--- config.mk ---
export PLATFORM = sky130hd
export DESIGN_NAME = ibp_core
export DESIGN_NICKNAME = d
export VERILOG_FILES = /design/src/rtl/ibp_pkg.sv /design/src/rtl/ibp_table.sv /design/src/rtl/ibp_match.sv /design/src/rtl/ibp_core.sv
export SDC_FILE = /design/constraint.sdc
export NUM_CORES = 2
export LEC_CHECK = 0
export ABC_AREA = 1
export BUFFER_PORTS_ARGS = -buffer_cell sky130_fd_sc_hd__buf_4
export CORE_ASPECT_RATIO = 1.25
export CORE_MARGIN = 1.5
export CORE_UTILIZATION = 38
export DETAILED_ROUTE_END_ITERATION = 16
export MAX_ROUTING_LAYER = met4
export SYNTH_ARGS = -nofsm -noshare
export SYNTH_HDL_FRONTEND = slang
export SYNTH_SLANG_ARGS = --single-unit
--- constraint.sdc ---
create_clock -name clk -period 6.19 [get_ports clk]
set_input_delay 0.619 -clock clk [delete_from_list [all_inputs] [get_ports clk]]
set_output_delay 0.619 -clock clk [all_outputs]
set_load 0.1 [all_outputs]
--- src/rtl/ibp_pkg.sv ---
package ibp_pkg;
  typedef enum logic {
    MODE_USER   = 1'b0,
    MODE_KERNEL = 1'b1
  } priv_mode_e;
endpackage

--- src/rtl/ibp_table.sv ---
module ibp_table #(
  parameter int ENTRIES = 64,
  parameter int TAG_W   = 24,
  parameter int TID_W   = 1,
  parameter int TGT_W   = 32,
  localparam int IDX_W  = $clog2(ENTRIES)
) (
  input  logic               clk,
  input  logic               rst,
  input  logic               flush,
  input  logic               wr_en,
  input  logic [IDX_W-1:0]   wr_idx,
  input  logic [TAG_W-1:0]   wr_tag,
  input  ibp_pkg::priv_mode_e wr_mode,
  input  logic [TID_W-1:0]   wr_tid,
  input  logic [TGT_W-1:0]   wr_tgt,
  input  logic [IDX_W-1:0]   rd_idx,
  output logic               rd_vld,
  output logic [TAG_W-1:0]   rd_tag,
  output ibp_pkg::priv_mode_e rd_mode,
  output logic [TID_W-1:0]   rd_tid,
  output logic [TGT_W-1:0]   rd_tgt
);
  logic [ENTRIES-1:0]  vld_q;
  logic [TAG_W-1:0]    tag_q  [ENTRIES];
  ibp_pkg::priv_mode_e mode_q [ENTRIES];
  logic [TID_W-1:0]    tid_q  [ENTRIES];
  logic [TGT_W-1:0]    tgt_q  [ENTRIES];

  // flush wins over a write to the same entry
  logic wr_go;
  assign wr_go = wr_en && !flush;

  for (genvar e = 0; e < ENTRIES; e++) begin : g_ent
    always_ff @(posedge clk) begin
      if (rst || flush) begin
        vld_q[e] <= 1'b0;
      end else if (wr_go && wr_idx == IDX_W'(e)) begin
        vld_q[e] <= 1'b1;
      end
    end
  end

  always_ff @(posedge clk) begin
    if (wr_go) begin
      tag_q[wr_idx]  <= wr_tag;
      mode_q[wr_idx] <= wr_mode;
      tid_q[wr_idx]  <= wr_tid;
      tgt_q[wr_idx]  <= wr_tgt;
    end
  end

  assign rd_vld  = vld_q[rd_idx];
  assign rd_tag  = tag_q[rd_idx];
  assign rd_mode = mode_q[rd_idx];
  assign rd_tid  = tid_q[rd_idx];
  assign rd_tgt  = tgt_q[rd_idx];
endmodule

--- src/rtl/ibp_match.sv ---
module ibp_match #(
  parameter int TAG_W = 24,
  parameter int TID_W = 1,
  parameter int TGT_W = 32
) (
  input  logic                req,
  input  logic                flush,
  input  logic                iso,
  input  logic                ent_vld,
  input  logic [TAG_W-1:0]    ent_tag,
  input  ibp_pkg::priv_mode_e ent_mode,
  input  logic [TID_W-1:0]    ent_tid,
  input  logic [TGT_W-1:0]    ent_tgt,
  input  logic [TAG_W-1:0]    req_tag,
  input  ibp_pkg::priv_mode_e req_mode,
  input  logic [TID_W-1:0]    req_tid,
  output logic                hit,
  output logic [TGT_W-1:0]    tgt
);
  logic tag_ok, origin_ok;

  always_comb begin
    tag_ok    = ent_vld && (ent_tag == req_tag);
    origin_ok = !iso || ((ent_mode == req_mode) && (ent_tid == req_tid));
    hit       = req && !flush && tag_ok && origin_ok;
    tgt       = hit ? ent_tgt : '0;
  end
endmodule

--- src/rtl/ibp_core.sv ---
module ibp_core #(
  parameter int   PC_W    = 32,
  parameter int   ENTRIES = 64,
  parameter int   TID_W   = 1,
  parameter logic ISO_RST = 1'b0,
  localparam int  IDX_W   = $clog2(ENTRIES),
  localparam int  TAG_W   = PC_W - IDX_W - 2
) (
  input  logic             clk,
  input  logic             rst,
  input  logic             lkp_valid,
  input  logic [PC_W-1:0]  lkp_pc,
  input  logic             lkp_mode,
  input  logic [TID_W-1:0] lkp_tid,
  output logic             res_valid,
  output logic             res_hit,
  output logic [PC_W-1:0]  res_target,
  input  logic             upd_valid,
  input  logic [PC_W-1:0]  upd_pc,
  input  logic             upd_mode,
  input  logic [TID_W-1:0] upd_tid,
  input  logic [PC_W-1:0]  upd_target,
  input  logic             priv_switch,
  input  logic             pred_barrier,
  input  logic             cfg_wr_en,
  input  logic             cfg_wr_data,
  output logic             iso_en
);
  import ibp_pkg::*;

  logic flush;
  assign flush = priv_switch || pred_barrier;

  always_ff @(posedge clk) begin
    if (rst)            iso_en <= ISO_RST;
    else if (cfg_wr_en) iso_en <= cfg_wr_data;
  end

  logic             e_vld;
  logic [TAG_W-1:0] e_tag;
  priv_mode_e       e_mode;
  logic [TID_W-1:0] e_tid;
  logic [PC_W-1:0]  e_tgt;

  ibp_table #(
    .ENTRIES(ENTRIES), .TAG_W(TAG_W), .TID_W(TID_W), .TGT_W(PC_W)
  ) u_tbl (
    .clk     (clk),
    .rst     (rst),
    .flush   (flush),
    .wr_en   (upd_valid),
    .wr_idx  (upd_pc[IDX_W+1:2]),
    .wr_tag  (upd_pc[PC_W-1:IDX_W+2]),
    .wr_mode (priv_mode_e'(upd_mode)),
    .wr_tid  (upd_tid),
    .wr_tgt  (upd_target),
    .rd_idx  (lkp_pc[IDX_W+1:2]),
    .rd_vld  (e_vld),
    .rd_tag  (e_tag),
    .rd_mode (e_mode),
    .rd_tid  (e_tid),
    .rd_tgt  (e_tgt)
  );

  logic            hit_c;
  logic [PC_W-1:0] tgt_c;

  ibp_match #(.TAG_W(TAG_W), .TID_W(TID_W), .TGT_W(PC_W)) u_match (
    .req      (lkp_valid),
    .flush    (flush),
    .iso      (iso_en),
    .ent_vld  (e_vld),
    .ent_tag  (e_tag),
    .ent_mode (e_mode),
    .ent_tid  (e_tid),
    .ent_tgt  (e_tgt),
    .req_tag  (lkp_pc[PC_W-1:IDX_W+2]),
    .req_mode (priv_mode_e'(lkp_mode)),
    .req_tid  (lkp_tid),
    .hit      (hit_c),
    .tgt      (tgt_c)
  );

  always_ff @(posedge clk) begin
    if (rst) begin
      res_valid  <= 1'b0;
      res_hit    <= 1'b0;
      res_target <= '0;
    end else begin
      res_valid  <= lkp_valid;
      res_hit    <= hit_c;
      res_target <= tgt_c;
    end
  end
endmodule

==> results by group <==
Yosys
  – Synth warn: 0
  – Post-Synthesis Cells: 11880
  – Mapped Nets: 11990
  – Count leader, synth: edfxtp_1
  – Ys flop type: edfxtp_1
  – Yosys top cell area share: 0.7414
  – Area leader, netlist: edfxtp_1
  – Register area share after synthesis: 0.7546
  – Distinct cells, synth: 32
  – Synth Register Bits: 3811
  – Synthesized area: 150300 µm²
  – Post-synth EDFFs: 3712
  – Top cells by count, synth: edfxtp_1 (3712), nand2_1 (1883), nand3_1 (1702)
  – Asr flop ratio synth: 0
  – Synth area leaders: edfxtp_1 (74%), nand3_1 (5.7%), nand2_1 (4.7%)
  – Syn_area_per_cell: 12.66 µm²

Clock tree
  – Max clock buf depth: 4
  – Htree depth: 5
  – CTS tree: built
  – Clk_lat worst skew: 980 ps
  – Clk sink count: 3811
  – Num CTS Buffers: 384
  – Clock-pin slew on the worst setup and hold paths: 60 ps
  – Root Driver: clkbuf_16

STA
  – Final hold vios: 0
  – RSZ-0062 raised after global routing: false
  – Pins Over Slew Limit: 0
  – Setup violators final: 0
  – Slew @ Worst Pin: 1364 ps
  – Fmax: 251.4 MHz
  – Final critical path time including I/O delays and setup: 3978 ps
  – Tcrit/Tclk final: 0.6427
  – Slew HR: 0.08881
  – Setup_tns: 0 ps
  – Max Clock Skew: 51.60 ps

Route
  – Initial DRT Pass Iterations: 8
  – ANT nets after route: 0
  – Met3 wire length: 44.92 mm
  – Met1 Wirelength: 190.0 mm
  – 1st-iter DRT viols: 13510
  – # DRC: 0
  – DR top layer: met4
  – WL per Instance: 27.69 µm
  – Vias per cell: 5.750
  – Vias: 99780
  – Met2 WL: 224.7 mm
  – Routed wire length: 480.5 mm

Critical path
  – Worst Path Max Fanout: 90
  – Worst Path Required: 7040 ps
  – Startpoint Class: input port
  – Worst path arrival time: 4830 ps
  – CP Capture Type: flop
  – WS Path Type: in -> reg

Run
  – Max Cap Viol: 0

Global route
  – Overflow after GRT: 0
  – Vias in the first global route: 91860
  – GRT Resource Usage Total: 0.2408
  – Largest net degree at the start of global routing: 224
  – Initial antenna violation count: 33
  – Global-route wire length before repair: 674.2 mm

Die
  – Row count: 258
  – Die area: 399400 µm²
  – Initial Util: 0.3811
  – IO Count: 143
  – Die X: 565.6 µm
  – DIE HEIGHT: 706.2 µm
  – Placeable Area: 394500 µm²

Power
  – Total power: 54.31 mW
  – Max VDD drop: 0.2441 mV
  – P_leak: 55.62 nW
  – P per Cell Area: 319.7 nW/µm²

Cells and area
  – Layout area overhead: 13.00%
  – Layout cells sized above 1: 0.08126
  – NumNets Final: 11920
  – Final Non-Filler Cells: 17350

Placement
  – Placed insts: 16620
  – Input/output buffers: 138
  – DP HPWL: 236.9 mm
  – Gpl congestion: 0.8274

Status
  – Outcome: finished clean

Min path
  – Tightest Hold Check Type: in -> reg
-- metal layers --
layer / up-vias / track usage
li1: 43310 / -
met1: 50200 / 0.3149
met2: 5245 / 0.3762
met3: 1016 / 0.03919
met4: 0 / 0.09347
met5: - / -
-- final cells by class --
| type | count | area [µm²] |
|---|---|---|
| antenna | 18 | 45.04 |
| clock buffer | 469 | 10120 |
| clock inverter | 238 | 2290 |
| fill | 35760 | 224600 |
| inverter | 108 | 466.7 |
| multi-input combinational | 7123 | 33020 |
| sequential | 3811 | 113400 |
| tap | 5200 | 6506 |
| timing repair buffer | 385 | 3993 |
-- critical path: stages --
cell	delay (ps)
buf_8	260
inv_8	640
buf_12	430
buf_4	320
nand3_1	110
nand3_1	90
nand3_1	120
nand3_1	130
nand3_1	110
nand2_1	110
nand2_1	50
nand2_1	140
nand2_1	170
nor2_1	140
nand2_1	150
nor2_1	370
nand2_4	440
nor2_1	270
-- per-stage QoR --
step	cell area (µm²)	util	setup slack [ps]	hold slack, ps
3_3_place_gp	157400	0.3990	1363	445.1
2_1_floorplan	150300	-	458.7	430.8
6_report	169900	0.4307	2212	124.8
5_1_grt	169900	0.4306	2017	157.7
3_5_place_dp	157400	0.3990	1305	446.0
4_1_cts	169800	0.4306	2330	79.92
-- logic make-up after synthesis --
group	share of synthesized area
AND/OR/NAND/NOR	0.1431
flip-flops	0.7546
AO/OA/AOI/OAI	0.07343
buffers and inverters	0.02884
-- power by group --
group	leakage, nW	total [mW]	internal, mW	switching [mW]
Sequential	34.2	28.4	28.3	0.0124
Combinational	15.4	2.88	0.717	2.16
Clock	6.03	23.1	13.0	10.0
Total	55.6	54.3	42.1	12.2
-- layout by cell type (no fill, tap or decap), drive strengths merged, types with 4 or more instances in the layout --
master       count
o311ai           9
bufinv          33
diode           18
inv            118
dfxtp           99
o221ai          95
nand3b          12
clkinv         186
o32ai           15
nor3             4
o22ai          520
edfxtp        3712
nand3         1702
nor2          1540
nand2         1884
o21ai         1281
clkinvlp         9
o211ai          15
a21oi           40
dlygate4sd3      4
clkbuf         469
buf            381
-- sequential cells by signal, indices dropped and copies added, names as in the netlist --
register and flops:
u_tbl.vld_q 64, u_tbl.tgt_q 2048, res_valid 1, res_hit 1, iso_en 1, u_tbl.mode_q 64
u_tbl.tag_q 1536, res_target 32, u_tbl.tid_q 64
-- worst paths after layout --
path,start,endpoint,slack [ps],depth (start not counted)
max reg2reg,u_tbl.vld_q[48],res_target[28],2950,14
min reg2reg,u_tbl.vld_q[31],u_tbl.vld_q[31],470,2
min,upd_pc[5],u_tbl.vld_q[54],120,4
max,lkp_pc[3],res_target[28],2210,18
-- timing repair --
| action | in CTS | in global routing |
|---|---|---|
| gates resized for setup | 0 | 0 |
| hold buffers | 4 | 0 |
| setup endpoints to repair | 0 | 0 |
| setup buffers | 0 | 0 |
| endpoints found under the hold margin | 2 | 0 |
No activity file was read; power rests on OpenSTA's default activity.
